### config.mk
export PLATFORM = sky130hd
export DESIGN_NAME = io_port8
export DESIGN_NICKNAME = d
export VERILOG_FILES = /design/src/rtl/io_port8_pkg.sv /design/src/rtl/io_port8_capture.sv /design/src/rtl/io_port8_latch.sv /design/src/rtl/io_port8_srq.sv /design/src/rtl/io_port8.sv
export SDC_FILE = /design/constraint.sdc
export NUM_CORES = 1
export LEC_CHECK = 0
export BUFFER_PORTS_ARGS = -buffer_cell sky130_fd_sc_hd__buf_2
export CORE_ASPECT_RATIO = 0.9
export CORE_MARGIN = 10
export CORE_UTILIZATION = 35
export CTS_BUF_LIST = sky130_fd_sc_hd__clkbuf_8
export CTS_CLUSTER_SIZE = 30
export DETAILED_ROUTE_END_ITERATION = 6
export GPL_TIMING_DRIVEN = 0
export SLEW_MARGIN = 5
export SYNTH_ARGS = -nofsm -noshare
export SYNTH_HDL_FRONTEND = slang
export SYNTH_SLANG_ARGS = --single-unit
### constraint.sdc
create_clock -name clk -period 2.03 [get_ports clk]
set_input_delay 0.203 -clock clk [delete_from_list [all_inputs] [get_ports clk]]
set_output_delay 0.203 -clock clk [all_outputs]
set_load 0.02 [all_outputs]
### src/rtl/io_port8_pkg.sv
package io_port8_pkg;

    localparam int unsigned PORT_W = 8;

    typedef struct packed {
        logic sel_a_n;
        logic sel_b;
        logic mode_out;
        logic strobe;
        logic clear_n;
    } ctrl_t;

    localparam ctrl_t CTRL_IDLE = '{
        sel_a_n:  1'b1,
        sel_b:    1'b0,
        mode_out: 1'b0,
        strobe:   1'b0,
        clear_n:  1'b1
    };

    typedef enum logic {
        LOAD_FROM_STROBE = 1'b0,
        LOAD_FROM_SELECT = 1'b1
    } load_src_e;

    typedef enum logic [1:0] {
        SRQ_HOLD  = 2'd0,
        SRQ_SET   = 2'd1,
        SRQ_RESET = 2'd2
    } srq_op_e;

    function automatic logic is_selected(input ctrl_t c);
        return (!c.sel_a_n) && c.sel_b;
    endfunction

    function automatic load_src_e load_source(input ctrl_t c);
        return c.mode_out ? LOAD_FROM_SELECT : LOAD_FROM_STROBE;
    endfunction

    function automatic srq_op_e srq_decide(input logic fall, input logic set_req);
        if (fall)
            return SRQ_RESET;
        else if (set_req)
            return SRQ_SET;
        else
            return SRQ_HOLD;
    endfunction

endpackage

### src/rtl/io_port8_capture.sv
module io_port8_capture
    import io_port8_pkg::*;
#(
    parameter int unsigned WIDTH = PORT_W
) (
    input  logic             clk,
    input  logic             rst,
    input  ctrl_t            ctrl_i,
    input  logic [WIDTH-1:0] data_i,
    output ctrl_t            ctrl_q,
    output logic [WIDTH-1:0] data_q,
    output logic             strobe_fall
);

    logic strobe_prev;

    always_ff @(posedge clk) begin
        if (rst) begin
            ctrl_q      <= CTRL_IDLE;
            data_q      <= '0;
            strobe_prev <= 1'b0;
        end else begin
            ctrl_q      <= ctrl_i;
            data_q      <= data_i;
            strobe_prev <= ctrl_q.strobe;
        end
    end

    assign strobe_fall = strobe_prev && !ctrl_q.strobe;

endmodule

### src/rtl/io_port8_latch.sv
module io_port8_latch #(
    parameter int unsigned WIDTH = 8
) (
    input  logic             clk,
    input  logic             rst,
    input  logic             load,
    input  logic             clear_n,
    input  logic [WIDTH-1:0] d,
    output logic [WIDTH-1:0] q
);

    always_ff @(posedge clk) begin
        if (rst)
            q <= '0;
        else if (load)
            q <= d;
        else if (!clear_n)
            q <= '0;
    end

endmodule

### src/rtl/io_port8_srq.sv
module io_port8_srq
    import io_port8_pkg::*;
(
    input  logic clk,
    input  logic rst,
    input  logic fall,
    input  logic set_req,
    output logic sr_q
);

    srq_op_e op;

    always_comb op = srq_decide(fall, set_req);

    always_ff @(posedge clk) begin
        if (rst)
            sr_q <= 1'b1;
        else begin
            case (op)
                SRQ_RESET: sr_q <= 1'b0;
                SRQ_SET:   sr_q <= 1'b1;
                default:   sr_q <= sr_q;
            endcase
        end
    end

endmodule

### src/rtl/io_port8.sv
module io_port8
    import io_port8_pkg::*;
#(
    parameter int unsigned DATA_W = PORT_W
) (
    input  logic              clk,
    input  logic              rst,
    input  logic              sel_a_n,
    input  logic              sel_b,
    input  logic              mode_out,
    input  logic              strobe,
    input  logic              clear_n,
    input  logic [DATA_W-1:0] data_in,
    output logic [DATA_W-1:0] data_out,
    output logic              data_oe,
    output logic              irq_n
);

    ctrl_t             ctrl_pin;
    ctrl_t             ctrl_q;
    logic [DATA_W-1:0] data_q;
    logic              strobe_fall;
    logic              sel_q;
    logic              load_en;
    logic              clear_n_q;
    logic [DATA_W-1:0] latch_q;
    logic              sr_q;

    always_comb begin
        ctrl_pin.sel_a_n  = sel_a_n;
        ctrl_pin.sel_b    = sel_b;
        ctrl_pin.mode_out = mode_out;
        ctrl_pin.strobe   = strobe;
        ctrl_pin.clear_n  = clear_n;
    end

    io_port8_capture #(.WIDTH(DATA_W)) capture_i (
        .clk         (clk),
        .rst         (rst),
        .ctrl_i      (ctrl_pin),
        .data_i      (data_in),
        .ctrl_q      (ctrl_q),
        .data_q      (data_q),
        .strobe_fall (strobe_fall)
    );

    always_comb begin
        sel_q     = is_selected(ctrl_q);
        clear_n_q = ctrl_q.clear_n;
        case (load_source(ctrl_q))
            LOAD_FROM_SELECT: load_en = sel_q;
            default:          load_en = ctrl_q.strobe;
        endcase
    end

    io_port8_latch #(.WIDTH(DATA_W)) latch_i (
        .clk     (clk),
        .rst     (rst),
        .load    (load_en),
        .clear_n (clear_n_q),
        .d       (data_q),
        .q       (latch_q)
    );

    io_port8_srq srq_i (
        .clk     (clk),
        .rst     (rst),
        .fall    (strobe_fall),
        .set_req (sel_q || !clear_n_q),
        .sr_q    (sr_q)
    );

    always_comb begin
        data_oe  = ctrl_q.mode_out || sel_q;
        data_out = data_oe ? latch_q : '0;
        irq_n    = !((!sr_q) || sel_q);
    end

endmodule

==> impl_results.md, run 1 <==
- Critical Path End Type: output port
- Max Clk Rate: roughly 570 MHz
- Initial Utilization: 37.9%
- Number of global-route vias before repair: 634
- Yosys reg bits: 23
- Post-Synth Simple-Gate Area: 32.0%
- ANT nets after route: 0
- Arrival time of the worst setup path: around 1.5 ns
- CTS tree: done
- Final global-route overflow total: 0
- Vias per std cell: 4.58
- Placer congestion estimate: ~0.67
- LEAKAGE: 0.000428 uW
- Final period utilization: 85.8%
- Met3 Usage GRT: 4.30%
- Max-cap viol count: 0
- Total nets after synthesis: 106
- Setup CP Type: reg -> out
- Die footprint: 4800 um^2
- RSZ-0062 raised after global routing: no
- Total track usage: 8.03%
- Die width: 71.9 um
- # resized after CTS: 0
- VDD IR max: 512 uV
- Run status: completed
- Post-CTS setup buffer count: 0
- Final Core Density: 46.8%
- Startpoint types: flip-flop
- Ys Warns: 0
- Adder-cell share of the synthesized area: 0%
- Post-synthesis mux area share: 0%
- Final Hold Fails: 0
- Hold_ws: roughly 0.11 ns
- Initial antenna violation count: 0
- PwrDens: around 780 nW/um^2
- Xor/xnor share of the synthesized area: 0%
- FF/Latch Area: 460 um^2
- Mapped Cells: 91
- Skew-Pair Late Insertion Delay: between 0.2 and 0.3 ns
- Worst Path Max Fanout: 9
- Syn-to-layout area delta: 23.6%
- I/O pin cnt: 25
- Netlist Area Pre-Place: between 800 and 900 um^2
- Worst Setup SP: capture_i.ctrl_q[4]
- Drt drc: 0
- Number of antenna diodes: 0
- First-pass GRT wire length: around 3.0 mm
- Period minus WS final: around 1.7 ns
- Drt pass-1 iters: 2
- Largest net degree at the start of global routing: 14
- Nets: roughly 140
- Via Count: between 600 and 700
- Htree depth: 1
- Seq/Total Area, Yosys: 54.2%
- Total CTS buffers: 3
- Clock skew: between 0.005 and 0.006 ns
- Post-synthesis compound-gate area fraction: between 10 and 15%
- Area of the multi-input gates: about 360 um^2
- Filler instances: 239
- Worst min path class: in -> reg
- Synth cell types: 16
- Core area: between 2000 and 2500 um^2
- Worst r2r src: capture_i.ctrl_q[1]
- Max Slew Vio Count: 0
- Post-route setup TNS: 0 ns
- Fraction of layout cells with a size suffix above 1: between 20% and 30%
- Hold Buf Count CTS: 0
- Met2 Track Usage GR: 13.0%
- I/O Buffers: 24
- Hold Startpoint: clear_n
- Routed Wire Length: 1.76 mm
- Post-DP HPWL: 1.33 mm
- Met1 usage: 7.76%
- Clk slew on worst S/H paths: 0.08 ns
- Slew margin rel.: between 50% and 60%
- Final setup vio count: 0
- Clk root buf: clkbuf_8
- CTS Buffer Depth: 2
- Num Clock Sinks: 23
- CP required: 1.83 ns
- Detailed Route Iter0 Violations: 42
- Tightest Pin Transition: 0.615 ns
- Largest family of logic cells by synthesized area: simple AND/OR/NAND/NOR gates
- FP Rows: 16
- Busiest layer in global routing: met2
- Avg WL per Cell: 12.0 um
- Die Ht: 66.7 um
- Avg Inst Size Synth: 9.34 um^2
-- area by class of cell --
class | instances | area share (%)
inverters | 1 | 0.358
clock inverters | 1 | 0.477
flip-flops and latches | 23 | 43.9
well taps | 27 | 3.22
plain buffers | 5 | 2.50
multi-input cells | 62 | 34.2
clock buffers | 3 | 3.93
repair buffers | 24 | 11.4
-- power by group --
part / switching, uW / internal [uW]
Clock: 141 / 137
Sequential: 6.30 / 470
Combinational: 34.5 / 30.6
-- synth_stat cells (all sizes together) --
| cell type | n | area share [%] |
|---|---|---|
| a21o | 1 | 0.88 |
| a21oi | 8 | 4.7 |
| and2 | 1 | 0.74 |
| and3b | 1 | 1.5 |
| buf | 1 | 1.3 |
| clkbuf | 4 | 1.8 |
| dfxtp | 23 | 54 |
| inv | 1 | 0.44 |
| nand2 | 8 | 3.5 |
| nand2b | 2 | 1.5 |
| nand3b | 1 | 0.88 |
| nor2b | 22 | 16 |
| o21ai | 8 | 4.7 |
| or2 | 2 | 1.5 |
| or3 | 8 | 5.9 |
-- cell usage in the layout, fill, tap and decap left out --
cell type   n
buf_2      24
dfxtp_1    23
nor2b_1    21
o21ai_0     8
nand2_1     8
or3_1       8
a21oi_1     8
clkbuf_1    4
clkbuf_8    3
nand2b_1    2
or2_2       2
inv_1       1
and2_1      1
and3b_4     1
buf_6       1
nor2b_2     1
nand3b_1    1
a21o_1      1
clkinv_2    1
-- worst max-delay path, stage by stage (launching register included) --
cell and delay [ns]:
dfxtp_1 0.32, nand2b_1 0.13, nor2b_1 0.53, nor2b_1 0.11, buf_2 0.19
-- kinds of logic (layout without fill, tap and decap cells) --
kind of cell    after synthesis  after routing
buf+inv                       6             34
simple gates                 45             45
compound gates               17             17
flops                        23             23
-- layer usage --
metal	share of wire [%]	wire (um)	vias up
met5	0	0	-
met4	2.7	48	0
li1	-	-	353
met1	41	714	293
met3	9.4	166	5
met2	47	827	17
-- state kept, by name, summed over array words and instances, names as in the netlist --
register	flops
srq_i.sr_q	1
capture_i.ctrl_q	5
latch_i.q	8
capture_i.strobe_prev	1
capture_i.data_q	8
-- final timing paths --
path / endpoint / slack, ns / depth (start not counted)
max: data_out[0] / 0.29 / 4
min: capture_i.ctrl_q[0] / 0.11 / 2
max reg2reg: latch_i.q[5] / 0.73 / 4
min reg2reg: latch_i.q[4] / 0.46 / 2
-- through the flow --
| step | instances | total power [uW] | cell area [um^2] | worst slack, ns |
|---|---|---|---|---|
| after floorplan | 91 | 526 | 850 | 0.848 |
| after detailed placement | 142 | 554 | 1000 | 0.535 |
| after CTS | 146 | 832 | 1050 | 0.241 |
| final | 146 | 819 | 1050 | 0.289 |
| after global routing | 146 | 862 | 1050 | 0.119 |
| after global placement | 142 | 552 | 1000 | 0.540 |
No activity file was read; power rests on OpenSTA's default activity.
==> run 2: changes to the inputs <==
==> constraint.sdc (replaced) <==
create_clock -name clk -period 1.87 [get_ports clk]
set_input_delay 0.187 -clock clk [delete_from_list [all_inputs] [get_ports clk]]
set_output_delay 0.187 -clock clk [all_outputs]
set_load 0.02 [all_outputs]
==> run 2 against run 1 <==
Total power increased by 8.8%. Hold slack got worse by 0.016 ns. Via count decreased by 0.45%. Combinational power increased by 9.4%. Clock power grew 9.0%. Sequential cell count did not move. Clock skew is 0.00089 ns lower. Critical path depth did not move. Largest cell class unchanged.
==> impl_results.md, run 2 (synthesized netlist as in run 1, its figures left out) <==
- Run status: completed
- Avg WL per Cell: 12.2 um (+1.3%)
- Die width: 71.9 um (unchanged)
- I/O pin cnt: 25 (unchanged)
- RSZ-0062 raised after global routing: no
- Busiest layer in global routing: met2
- Biggest regs: capture_i.data_q x8, latch_i.q x8, capture_i.ctrl_q x5
- Final Core Density: 46.9% (+0.11 points)
- Worst Path Max Fanout: 9 (unchanged)
- Placer congestion estimate: 0.672 (unchanged)
- Slowest stage delay, CP: 0.37 ns (-0.16 ns)
- Arrival time of the worst setup path: 1.36 ns (-0.18 ns)
- Critical Path End Type: output port
- Final global-route overflow total: 0 (unchanged)
- First-pass GRT wire length: 3.01 mm (unchanged)
- Htree depth: 1 (unchanged)
- CP cell instances: nand2b_1 -> nor2b_2 -> nor2b_1 -> buf_2
- Non-filler cells, final: 146 (unchanged)
- # resized after CTS: 0 (unchanged)
- Hold_ws: 0.0975 ns (-0.0161 ns)
- ANT nets after route: 0 (unchanged)
- Syn-to-layout area delta: 23.9%
- Final Hold Fails: 0 (unchanged)
- Worst min path class: in -> reg
- Dpl cells: 142 (unchanged)
- Clock skew: 0.00434 ns (-0.000894 ns)
- Slowest library cell on the worst path: nor2b_2
- Worst setup margin: 0.326 ns (+0.0369 ns)
- Max-cap viol count: 0 (unchanged)
- CTS tree: done
- Vias per std cell: 4.55 (-0.45%)
- Clk slew on worst S/H paths: 0.08 ns (about the same)
- Number of global-route vias before repair: 634 (unchanged)
- Total CTS buffers: 3 (unchanged)
- Startpoint types: flip-flop
- Detailed Route Iter0 Violations: 43 (+2.4%)
- Met3 Usage GRT: 4.30% (unchanged)
- Pre-CTS setup slack: 0.391 ns (-0.144 ns)
- I/O Buffers: 24 (unchanged)
- PwrDens: 847 nW/um^2 (+8.5%)
- FF/Latch Area: 460 um^2 (unchanged)
- Largest net degree at the start of global routing: 14 (unchanged)
- Setup CP Type: reg -> out
- Initial Utilization: 37.9% (unchanged)
- Number of antenna diodes: 0 (unchanged)
- CTS Buffer Depth: 2 (unchanged)
- Die Ht: 66.7 um (unchanged)
- Period minus WS final: between 1.5 and 2 ns
- Clk root buf: clkbuf_8
- Tightest Pin Transition: 0.460 ns (-0.154 ns)
- LEAKAGE: 0.000430 uW (+0.49%)
- Total track usage: 8.03% (unchanged)
- Buf+Inv Stages, Crit Path: 1 (unchanged)
- Post-DP HPWL: 1.33 mm (unchanged)
- FP Rows: 16 (unchanged)
- Initial antenna violation count: 0 (unchanged)
- Worst Setup SP: capture_i.ctrl_q[4]
- VDD IR max: 556 uV (+8.4%)
- Post-route setup TNS: 0 ns (unchanged)
- Fraction of layout cells with a size suffix above 1: 28.6% (+0.84 points)
- Most frequent cells in the layout: buf_2, dfxtp_1, nor2b_1
- Final period utilization: 82.6%
- Nets: 135 (unchanged)
- Routed Wire Length: 1.78 mm (+1.3%)
- Drt pass-1 iters: 2 (unchanged)
- CP required: 1.68 ns (-0.15 ns)
- Met2 Track Usage GR: 13.0% (unchanged)
- Via Count: 665 (-0.45%)
- CP top delay family: simple AND/OR/NAND/NOR gates
- Area of the multi-input gates: 362 um^2 (+0.70%)
- Met1 usage: 7.76% (unchanged)
- Most common cell after layout, fill and taps aside: buf_2
- Core area: 2240 um^2 (unchanged)
- Num Clock Sinks: 23 (unchanged)
- Skew-Pair Late Insertion Delay: 0.27 ns (about the same)
- Max Clk Rate: about 650 MHz
- Max Slew Vio Count: 0 (unchanged)
- Slew margin rel.: 69.3% (+10 points)
- Hold Buf Count CTS: 0 (unchanged)
- Post-CTS setup buffer count: 0 (unchanged)
- Final setup vio count: 0 (unchanged)
- Worst r2r src: capture_i.ctrl_q[1]
- Filler instances: 240 (+0.42%)
- Hold Startpoint: clear_n
- Drt drc: 0 (unchanged)
- Die footprint: 4800 um^2 (unchanged)
run 2: report_power, final:
part | internal, uW | switching (uW)
logic | 33.5 | 37.6
clock network | 149 | 154
registers | 510 | 7.11
run 2: metal layers:
layer | vias to the layer above | wire length [um]
met5 | - | 0
met4 | 0 | 48
met3 | 5 | 166
met2 | 17 | 831
met1 | 291 | 733
li1 | 352 | -
run 2: stage by stage:
step / area [um^2] / power, uW
floorplan: 850 / 571
global placement: 1000 / 599
detailed placement: 1000 / 601
CTS: 1050 / 904
global route: 1050 / 937
finish: 1050 / 891
run 2: worst paths after layout:
check	cells after the start	endpoint	slack, ns
max	4	data_out[0]	0.33
min	2	capture_i.ctrl_q[0]	0.1
max reg2reg	4	latch_i.q[5]	0.57
min reg2reg	2	latch_i.q[4]	0.46
run 2: layout make-up:
| cell class | count | share of cell area [%] |
|---|---|---|
| well taps | 27 | 3.21 |
| clock inverters | 1 | 0.476 |
| clock buffers | 3 | 3.92 |
| repair buffers | 24 | 11.4 |
| flip-flops and latches | 23 | 43.8 |
| inverters | 1 | 0.357 |
| multi-input cells | 62 | 34.4 |
| plain buffers | 5 | 2.50 |
run 2: worst reg2reg max path, cell delays in order, from the launching register on:
cell and delay, ns:
dfxtp_1 0.35, nor2b_2 0.28, clkbuf_1 0.33, o21ai_0 0.14, a21oi_1 0.14
==> run 3: changes to the inputs <==
==> constraint.sdc (replaced) <==
create_clock -name clk -period 1.3 [get_ports clk]
set_input_delay 0.13 -clock clk [delete_from_list [all_inputs] [get_ports clk]]
set_output_delay 0.13 -clock clk [all_outputs]
set_load 0.02 [all_outputs]
==> run 3 against run 2 <==
Combinational power increased by 47%. Critical path type unchanged. Register-to-register slack got worse by 0.47 ns. Highest routed layer unchanged. Critical endpoint unchanged. Clock power rose by 44%.
==> impl_results.md, run 3 (synthesized netlist as in run 1, its figures left out) <==
- Run status: completed
- Fraction of layout cells with a size suffix above 1: 34.7% (+6.1 points)
- Total track usage: 8.34% (+0.30 points)
- Vias per std cell: 4.66 (+2.4%)
- FP Rows: 16 (unchanged)
- Clk root buf: clkbuf_8
- Tightest Pin Transition: 0.475 ns (+0.0147 ns)
- Pre-CTS setup slack: -0.122 ns (-0.513 ns)
- VDD IR max: 806 uV (+45%)
- Drt pass-1 iters: 4 (+2)
- Post-DP HPWL: 1.33 mm (unchanged)
- Most frequent cells in the layout: nor2b_1, dfxtp_1, buf_2
- Biggest regs: capture_i.data_q x8, latch_i.q x8, capture_i.ctrl_q x5
- Startpoint types: flip-flop
- First-pass GRT wire length: 3.12 mm (+3.7%)
- Die Ht: 66.7 um (unchanged)
- Placer congestion estimate: 0.672 (unchanged)
- Detailed Route Iter0 Violations: 26 (-40%)
- Critical Path End Type: output port
- Syn-to-layout area delta: 30.3%
- Initial Utilization: 37.9% (unchanged)
- Largest net degree at the start of global routing: 14 (unchanged)
- Htree depth: 1 (unchanged)
- CTS tree: done
- Worst Path Max Fanout: 5 (-4)
- Nets: 137 (+1.5%)
- Max-cap viol count: 0 (unchanged)
- Worst min path class: in -> reg
- Setup CP Type: reg -> out
- Routed Wire Length: 1.84 mm (+3.1%)
- Via Count: 690 (+3.8%)
- PwrDens: 1170 nW/um^2 (+38%)
- Final global-route overflow total: 0 (unchanged)
- Slew margin rel.: 68.3% (-0.98 points)
- I/O pin cnt: 25 (unchanged)
- Total CTS buffers: 3 (unchanged)
- Max Clk Rate: roughly 780 MHz
- Initial antenna violation count: 0 (unchanged)
- RSZ-0062 raised after global routing: yes
- CP required: 1.17 ns (-0.51 ns)
- Core area: 2240 um^2 (unchanged)
- Avg WL per Cell: 12.4 um (+1.7%)
- Final setup vio count: 0 (unchanged)
- Number of antenna diodes: 0 (unchanged)
- Skew-Pair Late Insertion Delay: 0.27 ns (about the same)
- Final Hold Fails: 0 (unchanged)
- Hold Buf Count CTS: 0 (unchanged)
- CTS Buffer Depth: 2 (unchanged)
- Die width: 71.9 um (unchanged)
- Num Clock Sinks: 23 (unchanged)
- Max Slew Vio Count: 0 (unchanged)
- Arrival time of the worst setup path: 1.16 ns (-0.20 ns)
- ANT nets after route: 0 (unchanged)
- I/O Buffers: 24 (unchanged)
- Worst setup margin: 0.0113 ns (-0.314 ns)
- LEAKAGE: 0.000464 uW (+8.0%)
- Number of global-route vias before repair: 652 (+2.8%)
- Period minus WS final: 1.29 ns
- Die footprint: 4800 um^2 (unchanged)
- Final period utilization: between 90% and 100%
- Drt drc: 0 (unchanged)
- Final Core Density: 49.4% (+2.5 points)
- Clk slew on worst S/H paths: 0.08 ns (about the same)
- Clock skew: 0.00579 ns (+0.00145 ns)
[run 3: cell types whose count changed in the layout (fill, tap and decap cells not counted), moves of 2 or more]
| cell | previous run | this run |
|---|---|---|
| buf_2 | 24 | 20 |
| buf_4 | 0 | 6 |
| clkbuf_1 | 4 | 2 |
| dfxtp_1 | 23 | 20 |
| dfxtp_2 | 0 | 2 |
| nor2b_4 | 0 | 2 |
[run 3: what timing repair did]
item,in CTS,in global routing
buffers inserted,0,1
hold endpoints to repair,0,0
gates resized for setup,10,6
pin swaps,0,4
cloned,1,1
setup endpoints to repair,9,17
[run 3: stage by stage]
step                total power (uW)  area, um^2  TNS, ns  instances  hold WS (ns)
finish                          1290        1110        0        148        0.0394
global route                    1360        1110   -0.442        148        0.0362
CTS                             1310        1090  -0.0137        147        0.0388
detailed placement               865        1000   -0.814        142         0.318
global placement                 861        1000   -0.789        142         0.313
floorplan                        821         850        0         91         0.202
[run 3: where the power goes]
part	total (uW)	switching [uW]	internal, uW
Sequential	752	17.7	734
Clock	437	223	214
Combinational	105	50.5	54.5
[run 3: final cells by class]
type                       instances  area [um^2]
tap                               27         33.8
inverter                           1         3.75
multi-input combinational         63          388
clock buffer                       3         41.3
timing repair buffer              26          145
buffer                             4         23.8
sequential                        23          467
fill                             223         1130
clock inverter                     1         5.00
[run 3: final timing paths]
check / from / end / slack, ns / cells after the start
setup / recovery: capture_i.ctrl_q[4] / data_out[0] / 0.01 / 4
hold / removal: clear_n / capture_i.ctrl_q[0] / 0.04 / 2
setup reg to reg: capture_i.ctrl_q[2] / latch_i.q[7] / 0.10 / 4
hold reg to reg: capture_i.data_q[4] / latch_i.q[4] / 0.46 / 2
[run 3: per-layer routing]
| metal | global-route usage [%] | vias to the layer above | part of all wire [%] |
|---|---|---|---|
| met3 | 4.30 | 5 | 11 |
| met1 | 8.26 | 306 | 40 |
| li1 | - | 355 | - |
| met4 | 5.80 | 0 | 2.7 |
| met5 | 0 | - | 0 |
| met2 | 13.4 | 24 | 46 |
[run 3: worst max-delay path, stage by stage (launching register included)]
cell and delay, ns:
dfxtp_2 0.32, nand2b_4 0.15, nor2b_4 0.15, nor2b_1 0.13
buf_4 0.16
